### config.mk
export PLATFORM = sky130hd
export DESIGN_NAME = hzd_unit
export DESIGN_NICKNAME = d
export VERILOG_FILES = /design/src/rtl/hzd_pkg.sv /design/src/rtl/hzd_stage_match.sv /design/src/rtl/hzd_operand.sv /design/src/rtl/hzd_unit.sv
export SDC_FILE = /design/constraint.sdc
export NUM_CORES = 1
export LEC_CHECK = 0
export BUFFER_PORTS_ARGS = -buffer_cell sky130_fd_sc_hd__buf_2
export CAP_MARGIN = 20
export CORE_AREA = 5 5 42 44
export DETAILED_ROUTE_END_ITERATION = 10
export DIE_AREA = 0 0 47 49
export GPL_ROUTABILITY_DRIVEN = 1
export PLACE_DENSITY = 0.77
export SLEW_MARGIN = 10
export SYNTH_ARGS = -nofsm -noshare
export SYNTH_HDL_FRONTEND = slang
export SYNTH_SLANG_ARGS = --single-unit
### constraint.sdc
create_clock -name vclk -period 1.75
set_input_delay 0.175 -clock vclk [all_inputs]
set_output_delay 0.175 -clock vclk [all_outputs]
set_load 0.01 [all_outputs]
### src/rtl/hzd_pkg.sv
package hzd_pkg;

   typedef enum logic [1:0] {
      FWD_NONE = 2'b00,
      FWD_WB   = 2'b01,
      FWD_MEM  = 2'b10
   } fwd_sel_e;

   typedef enum logic {
      MODE_STALL_FWD  = 1'b0,
      MODE_STALL_ONLY = 1'b1
   } hz_mode_e;

   localparam int unsigned NUM_STAGES = 3;
   localparam int unsigned ST_EX  = 0;
   localparam int unsigned ST_MEM = 1;
   localparam int unsigned ST_WB  = 2;

endpackage

### src/rtl/hzd_stage_match.sv
module hzd_stage_match #(
   parameter int unsigned RA_W = 5
) (
   input  logic [RA_W-1:0] src_i,
   input  logic [RA_W-1:0] dst_i,
   input  logic            we_i,
   output logic            hit_o
);
   localparam logic [RA_W-1:0] ZERO_REG = '0;

   assign hit_o = we_i && (src_i != ZERO_REG) && (src_i == dst_i);

endmodule

### src/rtl/hzd_operand.sv
module hzd_operand
   import hzd_pkg::*;
#(
   parameter int unsigned RA_W = 5
) (
   input  hz_mode_e        mode_i,
   input  logic [RA_W-1:0] src_i,
   input  logic            alu_need_i,
   input  logic            bj_need_i,
   input  logic [RA_W-1:0] ex_dst_i,
   input  logic            ex_we_i,
   input  logic            ex_load_i,
   input  logic [RA_W-1:0] mem_dst_i,
   input  logic            mem_we_i,
   input  logic [RA_W-1:0] wb_dst_i,
   input  logic            wb_we_i,
   output fwd_sel_e        sel_o,
   output logic            bj_fwd_o,
   output logic            stall_o
);
   logic [RA_W-1:0]       dst_a [NUM_STAGES];
   logic [NUM_STAGES-1:0] we_a;
   logic [NUM_STAGES-1:0] hit;
   logic                  any_need;

   assign dst_a[ST_EX]  = ex_dst_i;
   assign dst_a[ST_MEM] = mem_dst_i;
   assign dst_a[ST_WB]  = wb_dst_i;
   assign we_a[ST_EX]   = ex_we_i;
   assign we_a[ST_MEM]  = mem_we_i;
   assign we_a[ST_WB]   = wb_we_i;
   assign any_need      = alu_need_i | bj_need_i;

   for (genvar s = 0; s < NUM_STAGES; s++) begin : g_stage
      hzd_stage_match #(.RA_W(RA_W)) u_match (
         .src_i (src_i),
         .dst_i (dst_a[s]),
         .we_i  (we_a[s]),
         .hit_o (hit[s])
      );
   end

   always_comb begin
      sel_o    = FWD_NONE;
      bj_fwd_o = 1'b0;
      stall_o  = 1'b0;
      if (mode_i == MODE_STALL_FWD) begin
         // youngest producer wins: execute-stage result is newest
         if (alu_need_i && hit[ST_EX]) begin
            sel_o = FWD_MEM;
         end else if (alu_need_i && hit[ST_MEM]) begin
            sel_o = FWD_WB;
         end
         bj_fwd_o = bj_need_i && hit[ST_MEM] && !hit[ST_EX];
         stall_o  = (any_need && hit[ST_EX] && ex_load_i)
                  || (bj_need_i && hit[ST_EX]);
      end else begin
         stall_o = any_need && (|hit);
      end
   end

   always_comb begin
      // a zero source register never selects a bypass or stalls
      assert_zero_reg_quiet_R4: assert (src_i != '0 ||
         (sel_o == FWD_NONE && !bj_fwd_o && !stall_o))
         else $error("zero register produced a hazard action");
      // a load producing a needed operand must hold decode
      assert_load_use_stall_R6: assert (!(mode_i == MODE_STALL_FWD && ex_load_i
         && ex_we_i && any_need && src_i != '0 && src_i == ex_dst_i) || stall_o)
         else $error("load-use dependency without stall");
      // branch flag only for a branch-needed operand
      assert_bj_fwd_needs_flag_R7: assert (!bj_fwd_o || bj_need_i)
         else $error("branch forward without branch need");
      // no selection without an ALU need
      assert_sel_needs_flag_R5: assert (sel_o == FWD_NONE || alu_need_i)
         else $error("ALU select without ALU need");
   end

endmodule

### src/rtl/hzd_unit.sv
module hzd_unit
   import hzd_pkg::*;
#(
   parameter int unsigned RA_W = 5
) (
   input  logic            mode_i,
   input  logic [RA_W-1:0] id_rs_i,
   input  logic [RA_W-1:0] id_rt_i,
   input  logic            alu_rs_need_i,
   input  logic            alu_rt_need_i,
   input  logic            bj_rs_need_i,
   input  logic            bj_rt_need_i,
   input  logic [RA_W-1:0] ex_dst_i,
   input  logic            ex_we_i,
   input  logic            ex_memread_i,
   input  logic [RA_W-1:0] mem_dst_i,
   input  logic            mem_we_i,
   input  logic [RA_W-1:0] wb_dst_i,
   input  logic            wb_we_i,
   output logic [1:0]      fwd_rs_o,
   output logic [1:0]      fwd_rt_o,
   output logic            bj_fwd_rs_o,
   output logic            bj_fwd_rt_o,
   output logic            stall_o
);
   localparam int unsigned NUM_OPS = 2;
   localparam int unsigned OP_RS   = 0;
   localparam int unsigned OP_RT   = 1;

   if (RA_W < 2 || RA_W > 8) begin : g_bad_width
      $error("hzd_unit: RA_W must lie in 2..8");
   end

   hz_mode_e            mode;
   logic [RA_W-1:0]     src_a  [NUM_OPS];
   logic [NUM_OPS-1:0]  alu_need;
   logic [NUM_OPS-1:0]  bj_need;
   fwd_sel_e            sel_a  [NUM_OPS];
   logic [NUM_OPS-1:0]  bj_fwd;
   logic [NUM_OPS-1:0]  op_stall;

   assign mode            = hz_mode_e'(mode_i);
   assign src_a[OP_RS]    = id_rs_i;
   assign src_a[OP_RT]    = id_rt_i;
   assign alu_need[OP_RS] = alu_rs_need_i;
   assign alu_need[OP_RT] = alu_rt_need_i;
   assign bj_need[OP_RS]  = bj_rs_need_i;
   assign bj_need[OP_RT]  = bj_rt_need_i;

   for (genvar o = 0; o < NUM_OPS; o++) begin : g_op
      hzd_operand #(.RA_W(RA_W)) u_operand (
         .mode_i     (mode),
         .src_i      (src_a[o]),
         .alu_need_i (alu_need[o]),
         .bj_need_i  (bj_need[o]),
         .ex_dst_i   (ex_dst_i),
         .ex_we_i    (ex_we_i),
         .ex_load_i  (ex_memread_i),
         .mem_dst_i  (mem_dst_i),
         .mem_we_i   (mem_we_i),
         .wb_dst_i   (wb_dst_i),
         .wb_we_i    (wb_we_i),
         .sel_o      (sel_a[o]),
         .bj_fwd_o   (bj_fwd[o]),
         .stall_o    (op_stall[o])
      );
   end

   assign fwd_rs_o    = sel_a[OP_RS];
   assign fwd_rt_o    = sel_a[OP_RT];
   assign bj_fwd_rs_o = bj_fwd[OP_RS];
   assign bj_fwd_rt_o = bj_fwd[OP_RT];
   assign stall_o     = |op_stall;

   always_comb begin
      // code 2'b11 is reserved and never driven
      assert_sel_legal_R1: assert (fwd_rs_o != 2'b11 && fwd_rt_o != 2'b11)
         else $error("illegal select code");
      // stall-only mode never bypasses
      assert_stall_only_quiet_R9: assert (!mode_i ||
         (fwd_rs_o == 2'b00 && fwd_rt_o == 2'b00 && !bj_fwd_rs_o && !bj_fwd_rt_o))
         else $error("bypass active in stall-only mode");
      // an execute-stage producer of a branch operand holds decode
      assert_bj_ex_stall_R8: assert (mode_i || !(bj_rs_need_i && ex_we_i
         && id_rs_i != '0 && id_rs_i == ex_dst_i) || stall_o)
         else $error("branch depends on execute stage without stall");
   end

endmodule

==> impl_results.md <==
* Period Utilization, post-route at 96.2%
* Smallest setup slack after layout at 66.5 ps
* Vias in the first global route at 639
* Sequential cell area at 0 um^2
* Finish-stage setup viols at 0
* Power per unit of standard cell area at 216 nW/um^2
* Slew HR at 79.2%
* Synth cell types at 13
* Synth Net Count at 95
* Drc violations at 0
* Max-slew violation total from the final report at 0
* Largest fanout on the critical path at 3
* Drt initial violations at 3
* Status: complete, no violations
* Slew at the pin closest to its max-slew limit at 309 ps
* Hold Vio Cnt, Final at 0
* Layout overhead on the synthesized area at 68.5%
* Number of diodes at 0
* Maximum number of pins on one net before global-route repair at 9
* Overall routing resource usage at 13.2%
* Avg Vias per Cell at 5.00
* Max_cap viols at 0
* Kind of critical path: in2out
* Antenna violations before repair at 0
* Share of the yosys chip area belonging to registers at 0%
* Number of search-and-repair iterations in the first detailed-routing pass at 4
* Yosys Warn Count at 0
* Final routed wire length divided by cell count at 12.9 um
* Mapped Area at 489 um^2
* IR drop worst, VDD at 112 uV
* Overall power consumption at 0.178 mW
* Dpl ws at 64.0 ps
* Min cycle time layout at 1680 ps
* Number of I/O port buffers at 41
* DP Wirelength at 1430 um
* Starting density of the core at 34.9%
* Die Height at 49 um
* Post-route non-filler standard cell count at 124
* Gr ovfl total at 0
* CP required at 1570 ps
* Fill cell total of the finished layout at 124
* Horizontal extent of the die at 47 um
* Maximum clock frequency at 594 MHz
* Number of flip-flops and latches at 0
* Post-synthesis instance total at 61
* P_leak at 0.363 nW
* Residual antenna-violating net count after detailed routing at 0
* Core area at 1400 um^2
* Total placed cells including tap cells at 123
* Sort of element at the start of the critical path: input port
* Data arrival, critical path at 1510 ps
* Ports at 41
* First-pass GRT wire length at 2440 um
* Worst Setup End Kind: output port
* Post-synthesis area per instance at 8.02 um^2
* Vias after detailed routing at 620
* Fraction of final layout cells with drive strength greater than 1 at 52.8%
* Total detailed-routing wirelength at 1600 um
* Die ar. at 2300 um^2
* Critical path origin: id_rs_i[0]
* Final weighted congestion in routability-driven placement at 0.816
* Total Nets Final at 144
* Number of placement rows at 14
* Worst hold path type: in2out
* Critical path endpoint: bj_fwd_rs_o
* Final-layout clock buffer total at 0
==> worst max-delay path: stages <==
cell and delay, ps:
sky130_fd_sc_hd__buf_2 110, sky130_fd_sc_hd__or4_4 530, sky130_fd_sc_hd__nor2_4 160, sky130_fd_sc_hd__nor4_1 80, sky130_fd_sc_hd__nor3b_2 160, sky130_fd_sc_hd__and2_1 160
sky130_fd_sc_hd__buf_2 130
==> synth_stat cells <==
library cell,number,area share [%]
sky130_fd_sc_hd__and2_1,4,5.1
sky130_fd_sc_hd__nor3_1,2,2.0
sky130_fd_sc_hd__nor4_1,4,5.1
sky130_fd_sc_hd__and3b_1,2,3.6
sky130_fd_sc_hd__nor2_2,2,2.6
sky130_fd_sc_hd__xor2_1,12,21
sky130_fd_sc_hd__nand4_1,6,7.7
sky130_fd_sc_hd__nor3b_2,2,5.1
sky130_fd_sc_hd__xnor2_1,18,32
sky130_fd_sc_hd__o22ai_1,3,3.8
sky130_fd_sc_hd__nor4_2,2,5.1
sky130_fd_sc_hd__o21a_1,2,3.1
sky130_fd_sc_hd__or4_1,2,3.1
==> metrics by stage <==
| step | hold slack [ps] | setup TNS, ps | utilization [%] | cell area [um^2] |
|---|---|---|---|---|
| final | 658 | 0 | 58.8 | 825 |
| after detailed placement | 660 | 0 | 53.7 | 752 |
| after global routing | 676 | -20.6 | 58.8 | 825 |
| after floorplan | 494 | 0 | - | 489 |
| after CTS | 660 | 0 | 53.7 | 752 |
| after global placement | 655 | 0 | 53.7 | 752 |
==> layer usage <==
metal	up-vias	global-route usage, %	share of wire [%]
met2	28	25.6	53
met4	0	0	0
met1	272	16.1	38
met3	0	0.369	8.8
met5	-	0	0
li1	320	-	-
==> cells by family (layout without fill, tap and decap cells) <==
family,after synthesis,in the layout,synth area share (%)
AO/OA/AOI/OAI,5,5,6.90
buffers and inverters,0,47,0
AND/OR/NAND/NOR,26,26,39.4
XOR/XNOR,30,30,53.7
==> cells in the final DEF, fill, tap and decap left out, types with 3 or more instances in the layout <==
cell                      synthesis  layout
sky130_fd_sc_hd__nor4_1           4       3
sky130_fd_sc_hd__nand4_1          6       6
sky130_fd_sc_hd__o22ai_1          3       3
sky130_fd_sc_hd__xor2_1          12      12
sky130_fd_sc_hd__buf_2            0      39
sky130_fd_sc_hd__and2_1           4       4
sky130_fd_sc_hd__xnor2_1         18      17
sky130_fd_sc_hd__buf_6            0       3
sky130_fd_sc_hd__buf_4            0       5
==> area by class of cell <==
class / instances / area, um^2 / area share, %
multi-input cells: 61 / 538 / 65.3
well taps: 16 / 20.0 / 2.43
repair buffers: 47 / 267 / 32.3
==> power breakdown <==
group	internal (mW)	total (mW)	switching, mW
combinational	0.0932	0.178	0.0850
sequential	0	0	0
clock	0	0	0
==> how the worst min path moves through the flow <==
stage,startpoint,endpoint,cells past startpoint,slack (ps)
6_report,bj_rt_need_i,bj_fwd_rt_o,3,660
5_1_grt,bj_rt_need_i,bj_fwd_rt_o,3,680
4_1_cts,bj_rt_need_i,bj_fwd_rt_o,3,660
3_5_place_dp,bj_rt_need_i,bj_fwd_rt_o,3,660
3_3_place_gp,bj_rs_need_i,bj_fwd_rs_o,3,660
2_1_floorplan,bj_rs_need_i,bj_fwd_rs_o,1,490
==> timing repair <==
action	4_1_cts	5_1_grt
setup endpoints to repair	0	3
hold buffers	0	0
buffers inserted	0	1
gates resized for setup	0	11
No activity file was read; power rests on OpenSTA's default activity.
